### src/rtl/i2srx_pkg.sv
package i2srx_pkg;

  // Word length codes, as applied on wordLenSel
  typedef enum logic [1:0] {
    WL16 = 2'd0,
    WL18 = 2'd1,
    WL20 = 2'd2,
    WL24 = 2'd3
  } wordLen_e;

  // One captured bit as seen by the datapath
  typedef struct packed {
    logic bitTick;   // rising bit-clock edge in this cycle
    logic wsLevel;   // word select at that edge
    logic sdBit;     // serial data at that edge
  } bitStrobe_t;

  function automatic int unsigned lenBits(wordLen_e sel);
    case (sel)
      WL16:    return 16;
      WL18:    return 18;
      WL20:    return 20;
      default: return 24;
    endcase
  endfunction

endpackage

### src/rtl/i2srx_ctrl.sv
module i2srx_ctrl
  import i2srx_pkg::*;
#(
  parameter int DIV_W       = 8,
  parameter int FRAME_W     = 8,
  parameter int SYNC_STAGES = 2
) (
  input  logic               clk,
  input  logic               rstN,
  input  logic               masterMode,
  input  logic [DIV_W-1:0]   clkDiv,
  input  logic [FRAME_W-1:0] frameBits,
  input  logic               bclkIn,
  input  logic               wsIn,
  input  logic               sdIn,
  output logic               bclkOut,
  output logic               wsOut,
  output bitStrobe_t         strobe
);

  localparam int LAST_STAGE = SYNC_STAGES - 1;

  // ---------------- slave path: pin synchronizers ----------------
  logic [SYNC_STAGES-1:0][2:0] syncPipe;
  logic [2:0]                  syncOut;
  logic                        bclkSync, wsSync, sdSync, bclkPrev, slaveRise;

  always_ff @(posedge clk or negedge rstN) begin
    if (!rstN) begin
      syncPipe <= '0;
      bclkPrev <= 1'b0;
    end else begin
      syncPipe <= {syncPipe[SYNC_STAGES-2:0], {sdIn, wsIn, bclkIn}};
      bclkPrev <= bclkSync;
    end
  end

  assign syncOut   = syncPipe[LAST_STAGE];
  assign bclkSync  = syncOut[0];
  assign wsSync    = syncOut[1];
  assign sdSync    = syncOut[2];
  assign slaveRise = bclkSync & ~bclkPrev;

  // ---------------- master path: clock and frame generation ----------------
  logic [DIV_W-1:0]   divCnt;
  logic [FRAME_W-1:0] bitCnt;
  logic [FRAME_W-1:0] halfLen;
  logic               bclkGen, wsGen, divWrap, masterRise;

  assign halfLen    = frameBits >> 1;
  assign divWrap    = (divCnt == clkDiv);
  assign masterRise = masterMode & divWrap & ~bclkGen;

  always_ff @(posedge clk or negedge rstN) begin
    if (!rstN) begin
      divCnt  <= '0;
      bitCnt  <= '0;
      bclkGen <= 1'b0;
      wsGen   <= 1'b0;
    end else if (!masterMode) begin
      divCnt  <= '0;
      bitCnt  <= '0;
      bclkGen <= 1'b0;
      wsGen   <= 1'b0;
    end else if (divWrap) begin
      divCnt  <= '0;
      bclkGen <= ~bclkGen;
      if (bclkGen) begin
        // falling edge: advance the bit position, flip word select at the half
        if (bitCnt == halfLen - FRAME_W'(1)) begin
          bitCnt <= '0;
          wsGen  <= ~wsGen;
        end else begin
          bitCnt <= bitCnt + FRAME_W'(1);
        end
      end
    end else begin
      divCnt <= divCnt + DIV_W'(1);
    end
  end

  assign bclkOut = bclkGen;
  assign wsOut   = wsGen;

  // ---------------- strobe to the datapath ----------------
  always_comb begin
    strobe.bitTick = masterMode ? masterRise : slaveRise;
    strobe.wsLevel = masterMode ? wsGen : wsSync;
    strobe.sdBit   = sdSync;
  end


  ws_on_fall_chk: assert property (@(posedge clk) disable iff (!rstN)
    masterMode && !$stable(wsOut) |-> $fell(bclkOut));


  bclk_min_high_chk: assert property (@(posedge clk) disable iff (!rstN)
    masterMode && $rose(bclkOut) |=> $stable(bclkOut));


  slave_quiet_chk: assert property (@(posedge clk) disable iff (!rstN)
    !masterMode && $past(!masterMode) |-> !bclkOut && !wsOut);

endmodule

### src/rtl/i2srx_datapath.sv
module i2srx_datapath
  import i2srx_pkg::*;
#(
  parameter int MAX_WORD = 24
) (
  input  logic                clk,
  input  logic                rstN,
  input  bitStrobe_t          strobe,
  input  logic [1:0]          wordLenSel,
  input  logic                leftFull,
  input  logic                rightFull,
  output logic [MAX_WORD-1:0] sampleData,
  output logic                sampleRight,
  output logic                sampleValid,
  output logic                leftOverrun,
  output logic                rightOverrun
);

  logic [MAX_WORD-1:0] shiftReg;
  logic [MAX_WORD-1:0] wordMask;
  wordLen_e            lenSel;
  logic                wsLast, haveWs, armed;
  logic                halfDone, emit, chanFull;

  assign lenSel = wordLen_e'(wordLenSel);

  always_comb begin
    for (int unsigned i = 0; i < MAX_WORD; i++) begin
      wordMask[i] = (i < lenBits(lenSel));
    end
  end

  // A word-select change seen at a bit edge closes the previous half-frame
  assign halfDone = strobe.bitTick & haveWs & (strobe.wsLevel != wsLast);
  assign emit     = halfDone & armed;
  assign chanFull = wsLast ? rightFull : leftFull;

  always_ff @(posedge clk or negedge rstN) begin
    if (!rstN) begin
      shiftReg <= '0;
      wsLast   <= 1'b0;
      haveWs   <= 1'b0;
      armed    <= 1'b0;
    end else if (strobe.bitTick) begin
      shiftReg <= {shiftReg[MAX_WORD-2:0], strobe.sdBit};
      wsLast   <= strobe.wsLevel;
      haveWs   <= 1'b1;
      if (halfDone) armed <= 1'b1;
    end
  end

  always_ff @(posedge clk or negedge rstN) begin
    if (!rstN) begin
      sampleData   <= '0;
      sampleRight  <= 1'b0;
      sampleValid  <= 1'b0;
      leftOverrun  <= 1'b0;
      rightOverrun <= 1'b0;
    end else begin
      sampleValid <= emit & ~chanFull;
      if (emit & ~chanFull) begin
        sampleData  <= shiftReg & wordMask;
        sampleRight <= wsLast;
      end
      if (emit & chanFull & ~wsLast) leftOverrun  <= 1'b1;
      if (emit & chanFull &  wsLast) rightOverrun <= 1'b1;
    end
  end


  no_left_write_when_full_chk: assert property (@(posedge clk) disable iff (!rstN)
    sampleValid && !sampleRight |-> !$past(leftFull));


  no_right_write_when_full_chk: assert property (@(posedge clk) disable iff (!rstN)
    sampleValid && sampleRight |-> !$past(rightFull));


  left_overrun_sticky_chk: assert property (@(posedge clk) disable iff (!rstN)
    leftOverrun |=> leftOverrun);


  right_overrun_sticky_chk: assert property (@(posedge clk) disable iff (!rstN)
    rightOverrun |=> rightOverrun);


  upper_bits_zero_chk: assert property (@(posedge clk) disable iff (!rstN)
    sampleValid |-> (sampleData & ~wordMask) == '0);


  single_pulse_chk: assert property (@(posedge clk) disable iff (!rstN)
    sampleValid |=> !sampleValid);

endmodule

### src/rtl/audio_serial_rx.sv
module audio_serial_rx
  import i2srx_pkg::*;
#(
  parameter int MAX_WORD    = 24,
  parameter int DIV_W       = 8,
  parameter int FRAME_W     = 8,
  parameter int SYNC_STAGES = 2
) (
  input  logic                clk,
  input  logic                rstN,
  input  logic                masterMode,
  input  logic [1:0]          wordLenSel,
  input  logic [FRAME_W-1:0]  frameBits,
  input  logic [DIV_W-1:0]    clkDiv,
  input  logic                bclkIn,
  input  logic                wsIn,
  input  logic                sdIn,
  input  logic                leftFull,
  input  logic                rightFull,
  output logic                bclkOut,
  output logic                wsOut,
  output logic [MAX_WORD-1:0] sampleData,
  output logic                sampleRight,
  output logic                sampleValid,
  output logic                leftOverrun,
  output logic                rightOverrun
);

  bitStrobe_t bitStrobe;

  i2srx_ctrl #(
    .DIV_W      (DIV_W),
    .FRAME_W    (FRAME_W),
    .SYNC_STAGES(SYNC_STAGES)
  ) u_ctrl (
    .clk       (clk),
    .rstN      (rstN),
    .masterMode(masterMode),
    .clkDiv    (clkDiv),
    .frameBits (frameBits),
    .bclkIn    (bclkIn),
    .wsIn      (wsIn),
    .sdIn      (sdIn),
    .bclkOut   (bclkOut),
    .wsOut     (wsOut),
    .strobe    (bitStrobe)
  );

  i2srx_datapath #(
    .MAX_WORD(MAX_WORD)
  ) u_datapath (
    .clk         (clk),
    .rstN        (rstN),
    .strobe      (bitStrobe),
    .wordLenSel  (wordLenSel),
    .leftFull    (leftFull),
    .rightFull   (rightFull),
    .sampleData  (sampleData),
    .sampleRight (sampleRight),
    .sampleValid (sampleValid),
    .leftOverrun (leftOverrun),
    .rightOverrun(rightOverrun)
  );

endmodule

### config.mk
export PLATFORM = sky130hd
export DESIGN_NAME = audio_serial_rx
export DESIGN_NICKNAME = d
export VERILOG_FILES = /design/src/rtl/i2srx_pkg.sv /design/src/rtl/i2srx_ctrl.sv /design/src/rtl/i2srx_datapath.sv /design/src/rtl/audio_serial_rx.sv
export SDC_FILE = /design/constraint.sdc
export NUM_CORES = 1
export LEC_CHECK = 0
export ABC_AREA = 1
export BUFFER_PORTS_ARGS = -buffer_cell sky130_fd_sc_hd__buf_2
export CAP_MARGIN = 0
export CORE_UTILIZATION = 25
export DETAILED_ROUTE_END_ITERATION = 16
export GPL_TIMING_DRIVEN = 1
export HOLD_SLACK_MARGIN = 0.05
export SLEW_MARGIN = 15
export SYNTH_ARGS = -nofsm -noshare
export SYNTH_HDL_FRONTEND = slang
export SYNTH_SLANG_ARGS = --single-unit
### constraint.sdc
create_clock -name clk -period 1.75 [get_ports clk]
set_input_delay 0.0875 -clock clk [delete_from_list [all_inputs] [get_ports clk]]
set_output_delay 0.0875 -clock clk [all_outputs]
set_load 0.02 [all_outputs]
==> metrics.txt, run 1 <==
run status complete, no violations; setup ws final 0.107 ns; Setup crit end kind flop; Cell Area, Synth 3880 sq um; commonest non-fill, non-tap cells in the layout 162 x nand2_1, 80 x dfrtp_1, 54 x buf_2; Hold Violations, Final 0; most common cell after layout, fill and taps aside nand2_1; area grow syn2layout 24.2%; routed wl met3 298 microns; area leader, netlist dfrtp_1; synth warn 0; R2R Path Start u_ctrl.divCnt[3]; post-synthesis sequential area ratio 51.6%; CTS tree yes; port bufs 54; Fmax 609 MHz; cells after synthesis 471; clock sink total 80; Worst VDD drop 0.000764 V; Die W 127 microns; synth unique cells 31; Longest Clk Path Bufs 2; synth top area cells dfrtp_1 52%, nand2_1 16%, nand4_1 5.3%; drc violations 0; drt initial violations 153; Yosys top cell area share 51.6%; Die H 127 microns; # setup viols final 0; WL/cell 11.9 microns; vias 3132; P_leak 2.54 nW; M1 WL 4.26 mm; effective utilization at floorplan 25.5%; Worst-Margin Slew 0.465 ns; I/O pin count 56; first-pass GRT wire length 14.6 mm; Worst Setup Path Type reg -> reg; Post-DP HPWL 6.05 mm; Max-Cap Viols 0; critical path fanouts, max 8; Power, Total 5.62 mW; Req. time, crit path 2.03 ns; setup slack at placement 0.107 ns; ANT cells 0; min Tclk post-route 1.64 ns; TritonRoute pass-1 iters 4; FP Rows 45; Crit. Startpoint u_ctrl.divCnt[3]; clk_skew 0.00742 ns; FF+latch count, synth 80; fillcell total 1607; Post-Syn Area per Cell 8.24 sq um; cts bufs inserted 9; routability cong. 0.776; sequential cell area 2000 sq um; post-synth net total 500; total wire length 8.74 mm; gr ovfl total 0; Hold WS 0.0652 ns; Crit path arrival time 1.92 ns; Final Cycle Share 93.9%; Rel. slew slack 69.0%; Die Area 16000 sq um; Setup Total Neg Slack 0 ns; htree depth 3; Worst Hold Launch rightFull; Multi-input gate area 1550 sq um; Pins Over Slew Limit 0; CORE AREA 15200 sq um; worst skew pair latency 0.34 ns; type of origin of the critical path flop; gr usage total 11.7%; CTS Root Cell clkbuf_16; share of cells above drive strength 1 19.6%; Final #Nets 571; Max Used Layer met4; number of global-route vias before repair 3049; met2 WL 4.06 mm; vias per inst 4.27; largest net degree at the start of global routing 36; worst min path class in -> reg; Final ANT Viol Nets 0; number of antenna violations at the first check in global routing 0; Pwr Density 1170 nW/um^2; clock transition at the registers of the reported paths 0.06 ns
==> path summary, 6_finish.rpt <==
check                                       endpoint  slack, ns  depth (start not counted)
max                        u_datapath.sampleData[15]       0.11                          9
min                          u_datapath.rightOverrun       0.07                          3
max reg2reg                u_datapath.sampleData[15]       0.11                          9
min reg2reg                        u_ctrl.syncOut[0]       0.35                          0
max in group asynchronous    u_datapath.shiftReg[12]       0.96                          3
min in group asynchronous  u_datapath.sampleData[15]       0.17                          2
==> layer usage <==
| layer | vias up | GRT usage (%) |
|---|---|---|
| met1 | 1445 | 14.5 |
| met5 | - | 0 |
| met4 | 0 | 4.11 |
| li1 | 1631 | - |
| met2 | 47 | 19.4 |
| met3 | 9 | 3.46 |
==> cells in the mapped netlist <==
library cell  count
a21oi_1           4
a21oi_4           1
and3_1            1
buf_2             5
buf_4             4
buf_6             6
clkbuf_1          2
clkbuf_4          1
clkinv_1          1
dfrtp_1          80
ha_1              3
inv_1            52
inv_2             4
nand2_1         164
nand2_2           2
nand2_4           1
nand3_1          15
nand3_4           1
nand3b_1          2
nand4_1          33
nand4_4           1
nor2_1           33
nor2_2            3
nor3_1            3
nor3b_1           1
o21ai_0          25
o21ai_1           2
o21bai_1          2
or2_2             3
xnor2_1           9
xor2_1            7
==> per-stage QoR <==
step	utilization [%]	std cells	cell area, sq um
finish	31.7	734	4820
global route	31.7	734	4820
global placement	28.9	708	4390
detailed placement	28.9	708	4390
CTS	31.1	728	4720
floorplan	-	471	3880
==> where the power goes <==
group          internal [mW]  switching, mW
combinational          0.476          0.863
clock                   1.03          0.760
sequential              2.25          0.248
==> what timing repair did <==
action | in CTS | in global routing
hold endpoints to repair | 84 | 0
hold buffers | 5 | 0
gates resized for setup | 0 | 7
endpoints found under the setup margin | 0 | 28
buffers inserted | 0 | 4
==> cell families after synthesis <==
| kind of cell | Yosys count | synth area share (%) |
|---|---|---|
| AO/OA/AOI/OAI | 34 | 4.80 |
| adder cells (fa/ha/maj) | 3 | 0.967 |
| AND/OR/NAND/NOR | 263 | 30.0 |
| buffers and inverters | 75 | 9.06 |
| XOR/XNOR | 16 | 3.61 |
| flip-flops | 80 | 51.6 |
==> worst max-delay path, cell delays in order, from the launching register on <==
cell	delay (ns)
dfrtp_1	0.44
xnor2_1	0.15
nand2_1	0.10
nor2_4	0.13
nand3_4	0.13
a21oi_4	0.20
buf_12	0.14
clkbuf_16	0.14
nand4_1	0.07
nand2_1	0.08
==> area by class of cell <==
| class | count | share of cell area [%] |
|---|---|---|
| clock buffer | 11 | 5.24 |
| multi-input combinational | 316 | 32.2 |
| tap | 188 | 4.88 |
| timing repair buffer | 78 | 11.1 |
| sequential | 80 | 41.5 |
| clock inverter | 4 | 0.623 |
| inverter | 57 | 4.44 |
==> sequential cells by signal, summed over array words and instances, names as in the netlist <==
name,flops
u_ctrl.bclkOut,1
u_ctrl.bclkPrev,1
u_ctrl.bitCnt,8
u_ctrl.divCnt,8
u_ctrl.syncOut,3
u_ctrl.syncPipe,3
u_ctrl.wsOut,1
u_datapath.armed,1
u_datapath.haveWs,1
u_datapath.leftOverrun,1
u_datapath.rightOverrun,1
u_datapath.sampleData,24
u_datapath.sampleRight,1
u_datapath.sampleValid,1
u_datapath.shiftReg,24
u_datapath.wsLast,1
Note: power is estimated with default switching activity, not from simulation.
==> run 2, diff against run 1 <==
- CORE_UTILIZATION: 25 -> 45
- PLACE_DENSITY: not set -> 0.65
==> run 2 against run 1 <==
Net effect:
- first-iteration DRC count decreased by 14%
- via count up 3.1%
- critical path depth increased by 2
- sequential power about the same
- sequential share of layout area grew 1.2 points
- utilization rose by 25 points
- die area down 44%
- combinational power about the same
- critical endpoint is now u_datapath.sampleData[5]
- largest cell class unchanged
==> metrics.txt, run 2 (synthesis results as in run 1) <==
Clk pwr share 30.6% (-1.3 points); largest net degree at the start of global routing 43 (+19%); sequential power share 45.2% (+0.9 points); Final ANT Viol Nets 0 (unchanged); routability cong. 0.798 (+2.9%); clk_skew 0.00688 ns (-0.000535 ns); Top Registers u_datapath.sampleData x24, u_datapath.shiftReg x24; fin util 56.5% (+25 points); Final Cycle Share 96.8% (+2.9 points); Longest Clk Path Bufs 2 (unchanged); Hold Violations, Final 0 (unchanged); worst skew pair latency 0.35 ns (about the same); Max-Cap Viols 0 (unchanged); Switching Fraction 31.9% (-1.3 points); type of origin of the critical path flop; Post-DP Area 4280 sq um (-2.5%); number of global-route vias before repair 3011 (-1.2%); commonest non-fill, non-tap cells in the layout 164 x nand2_1, 80 x dfrtp_1, 53 x buf_2; port bufs 54 (unchanged); WL/cell 12.3 microns (+3.3%); clock transition at the registers of the reported paths 0.08 ns (+0.02 ns); share of cells above drive strength 1 19.6% (about the same); critical path fanouts, max 13 (+5); cell family with most CP delay simple AND/OR/NAND/NOR gates; cts bufs inserted 9 (unchanged); # setup viols final 0 (unchanged); P_sw 1.75 mW (-6.2%); run status complete, no violations; most used cell, CP nand2_1; Setup Total Neg Slack 0 ns (unchanged); Pins Over Slew Limit 0 (unchanged); CORE AREA 8300 sq um (-45%); Crit path largest cell delay 0.41 ns (-0.03 ns); Die W 94.9 microns (-25%); Power, Total 5.50 mW (-2.2%); FP Rows 33 (-27%); drt initial violations 131 (-14%); area grow syn2layout 20.8%; RSZ-0062 raised after global routing true; Req. time, crit path 2.04 ns (about the same); Rel. slew slack 63.5% (-5.5 points); min Tclk post-route 1.69 ns (+0.0514 ns); Final #Nets 575 (+0.70%); Post-DP HPWL 5.56 mm (-8.1%); Worst-Margin Slew 0.548 ns (+0.0827 ns); vias 3228 (+3.1%); TritonRoute pass-1 iters 5 (+1); gr usage total 19.1% (+7.3 points); number of antenna violations at the first check in global routing 0 (unchanged); worst min path class in -> reg; Slowest-stage cell, CP dfrtp_1; Pwr Density 1170 nW/um^2 (+0.50%); Hold WS 0.108 ns (+0.0431 ns); drc violations 0 (unchanged); vias per inst 4.92 (+15%); total wire length 8.06 mm (-7.7%); first-pass GRT wire length 13.2 mm (-9.7%); critical path cell sequence inv_1 -> nand2_1 -> nand2_1 -> nand2_1 -> nor2_4 -> nand3_4 -> a21oi_4 -> buf_4 -> clkbuf_16 -> nand4_1 -> nand2_1; I/O pin count 56 (unchanged); Design Area, Final 4690 sq um (-2.7%); most common cell after layout, fill and taps aside nand2_1; Pint 3.74 mW (-0.29%); Die Area 9000 sq um (-44%); CTS tree yes; Fmax 590 MHz (-3.0%); Setup crit end kind flop; ANT cells 0 (unchanged); Comb power frac 24.2% (+0.4 points); CTS Root Cell clkbuf_8; Die H 94.9 microns (-25%); htree depth 3 (unchanged); Crit path arrival time 1.98 ns (+0.06 ns); Worst Setup Path Type reg -> reg; gr ovfl total 0 (unchanged); clock sink total 80 (unchanged); P_leak 2.53 nW (-0.17%); WP buf/inv 3 (+1); effective utilization at floorplan 46.8% (+21 points); Worst VDD drop 0.000884 V (+16%)
-- run 2: per-layer routing --
layer	up-vias	share of wire, %	GRT usage [%]	routed length (microns)
li1	1637	-	-	-
met3	15	2.9	2.98	232
met5	-	0	0	0
met4	0	2.1	8.96	172
met2	61	48	31.1	3900
met1	1515	47	24.8	3760
-- run 2: power groups by stage --
| stage | clock network, mW | logic [mW] | registers, mW |
|---|---|---|---|
| 2_1_floorplan | 0 | 0.571 | 2.77 |
| 3_3_place_gp | 0 | 1.28 | 2.51 |
| 3_5_place_dp | 0 | 1.31 | 2.52 |
| 4_1_cts | 1.73 | 1.32 | 2.49 |
| 5_1_grt | 1.80 | 1.48 | 2.54 |
| 6_report | 1.68 | 1.33 | 2.49 |
-- run 2: final cells by class --
type | count | area [sq um]
timing repair buffer | 82 | 541
clock buffer | 11 | 151
inverter | 57 | 214
clock inverter | 5 | 103
tap | 105 | 131
sequential | 80 | 2000
fill | 755 | 3610
multi-input combinational | 316 | 1550
-- run 2: timing repair --
action,CTS,global route
setup buffers,0,7
endpoints found under the hold margin,46,0
setup endpoints to repair,0,34
resized for setup,0,3
hold buffers,6,0
-- run 2: final timing paths --
| path | from | end | slack [ns] | depth (start not counted) |
|---|---|---|---|---|
| min in group asynchronous | rstN | u_datapath.sampleData[15] | 0.27 | 2 |
| worst min-delay path | wordLenSel[1] | u_datapath.sampleData[18] | 0.11 | 5 |
| max in group asynchronous | rstN | u_ctrl.divCnt[4] | 0.90 | 3 |
| worst min register to register | u_ctrl.syncPipe[1] | u_ctrl.syncOut[1] | 0.36 | 0 |
| worst max-delay path | u_ctrl.divCnt[5] | u_datapath.sampleData[5] | 0.06 | 11 |
| worst max register to register | u_ctrl.divCnt[5] | u_datapath.sampleData[5] | 0.06 | 11 |
-- run 2: tightest hold or removal path: stages --
cell,delay (ns)
buf_2,0.12
nand2_1,0.05
inv_1,0.03
nand4_1,0.07
nand2_1,0.05
-- run 2: through the flow --
step | instances | worst slack, ns
after floorplan | 471 | 0.255
after global placement | 626 | 0.0949
after detailed placement | 626 | 0.0683
after CTS | 648 | 0.0521
after global routing | 656 | -0.0526
final | 656 | 0.0554
==> run 3, diff against run 2 <==
- RECOVER_POWER: not set -> 50
==> run 3 against run 2 <==
Net effect:
- die area did not move
- design area is 0.40% lower
- flip-flop and latch count unchanged
- wire length shrank 0.25%
- hold slack got worse by 0.0012 ns
- clock power about the same
- combinational power is essentially flat
- setup slack improved by 0.014 ns
- global-route usage unchanged
- first-iteration DRC count is 9.9% lower
- sequential share of layout area up 0.17 points
- critical path depth stayed put
- highest routed layer unchanged
==> metrics.txt, run 3 (synthesis results as in run 1) <==
run status complete, no violations; CORE AREA 8300 sq um (unchanged); critical path fanouts, max 13 (unchanged); Crit path arrival time 1.98 ns (about the same); Setup crit end kind flop; clock transition at the registers of the reported paths 0.08 ns (about the same); WL/cell 12.3 microns (-0.25%); RSZ-0062 raised after global routing true; total wire length 8.04 mm (-0.25%); I/O pin count 56 (unchanged); Crit. Startpoint u_ctrl.divCnt[5]; commonest non-fill, non-tap cells in the layout 164 x nand2_1, 80 x dfrtp_1, 52 x inv_1, 52 x buf_2; Worst-Margin Slew 1.03 ns (+0.479 ns); Worst Setup Path Type reg -> reg; ANT cells 0 (unchanged); Pins Over Slew Limit 0 (unchanged); cts bufs inserted 9 (unchanged); type of origin of the critical path flop; Top Registers u_datapath.sampleData x24, u_datapath.shiftReg x24; Die H 94.9 microns (unchanged); routability cong. 0.798 (unchanged); Final Cycle Share 96.0% (-0.79 points); CTS tree yes; area grow syn2layout 20.3%; Rel. slew slack 31.6% (-32 points); number of antenna violations at the first check in global routing 0 (unchanged); Worst VDD drop 0.000878 V (-0.66%); vias 3232 (+0.12%); R2R Path Start u_ctrl.divCnt[5]; r2r worst-path depth 11 (unchanged); Max-Cap Viols 0 (unchanged); worst skew pair latency 0.35 ns (about the same); clk_skew 0.00771 ns (+0.000832 ns); Fmax 595 MHz (+0.83%); reg2reg end u_datapath.sampleData[5]; Post-DP HPWL 5.56 mm (unchanged); effective utilization at floorplan 46.8% (unchanged); Final ANT Viol Nets 0 (unchanged); vias per inst 4.93 (+0.12%); TritonRoute pass-1 iters 4 (-1); Power, Total 5.49 mW (-0.12%); flop2flop setup slack 0.07 ns (about the same); Final #Nets 575 (unchanged); port bufs 54 (unchanged); largest net degree at the start of global routing 43 (unchanged); most common cell after layout, fill and taps aside nand2_1; Die Area 9000 sq um (unchanged); Longest Clk Path Bufs 2 (unchanged); # setup viols final 0 (unchanged); setup ws final 0.0693 ns (+0.0139 ns); drc violations 0 (unchanged); min Tclk post-route 1.68 ns (-0.0139 ns); P_leak 2.52 nW (-0.35%); gr usage total 19.1% (unchanged); Pwr Density 1180 nW/um^2 (+0.28%); FP Rows 33 (unchanged); clock sink total 80 (unchanged); setup slack at placement 0.0683 ns (unchanged); worst min path class in -> reg; share of cells above drive strength 1 19.4% (-0.18 points); CTS Root Cell clkbuf_8; Die W 94.9 microns (unchanged); Hold Violations, Final 0 (unchanged); drt initial violations 118 (-9.9%); Setup crit end u_datapath.sampleData[5]; gr ovfl total 0 (unchanged); Hold WS 0.107 ns (-0.00124 ns); first-pass GRT wire length 13.2 mm (unchanged); htree depth 3 (unchanged); Req. time, crit path 2.04 ns (about the same); fillcell total 760 (+0.66%); number of global-route vias before repair 3011 (unchanged)
==> run 3: changes by cell type in the layout (fill, tap and decap cells not counted) <==
cell / delta
buf_4: -2
clkbuf_2: +2
buf_12: -1
buf_2: -1
clkbuf_1: +1
clkbuf_4: +1
==> run 3: critical path: stages (launching register included) <==
cell	delay (ns)
dfrtp_1	0.41
inv_1	0.08
nand2_1	0.05
nand2_1	0.06
nand2_1	0.08
nor2_4	0.15
nand3_4	0.13
a21oi_4	0.21
buf_4	0.15
clkbuf_16	0.15
nand4_1	0.08
nand2_1	0.08
==> run 3: worst min-delay path by stage <==
stage	startpoint	to	slack (ns)	depth (start not counted)
floorplan	rstN	u_ctrl.bclkOut	-0.21	0
global placement	rstN	u_datapath.sampleData[15]	0.11	1
detailed placement	rstN	u_datapath.sampleData[15]	0.11	1
CTS	masterMode	u_ctrl.bitCnt[6]	0.08	3
global route	masterMode	u_ctrl.bitCnt[6]	0.11	3
finish	wordLenSel[1]	u_datapath.sampleData[18]	0.11	5
==> run 3: repair_timing <==
| item | CTS | global route |
|---|---|---|
| gates resized for setup | 0 | 3 |
| endpoints found under the setup margin | 0 | 34 |
| hold buffers | 6 | 0 |
| endpoints found under the hold margin | 46 | 0 |
| setup buffers | 0 | 7 |
==> run 3: metrics by stage <==
stage               cell area, sq um  util, %  std cells  setup TNS (ns)
global placement                4280     51.6        626               0
CTS                             4590     55.3        648               0
global route                    4670     56.3        656          -0.560
detailed placement              4280     51.6        626               0
finish                          4670     56.3        656               0
floorplan                       3880        -        471               0
==> run 3: power by group <==
group | switching (mW) | total [mW] | internal, mW | leakage, nW
registers | 0.244 | 2.49 | 2.24 | 1.04
clock network | 0.660 | 1.68 | 1.02 | 0.126
logic | 0.849 | 1.32 | 0.473 | 1.36
total | 1.75 | 5.49 | 3.74 | 2.52
==> run 3: cell type report <==
class	count	area (sq um)	share of cell area, %
clock buffer	11	151	3.24
clock inverter	5	103	2.20
inverter	57	214	4.58
multi-input combinational	316	1550	33.1
sequential	80	2000	42.9
tap	105	131	2.81
timing repair buffer	82	522	11.2
==> run 3: per-layer routing <==
metal | GRT usage [%] | routed length [microns]
met2 | 31.1 | 3940
met3 | 2.98 | 222
met1 | 24.8 | 3710
met5 | 0 | 0
met4 | 8.96 | 167
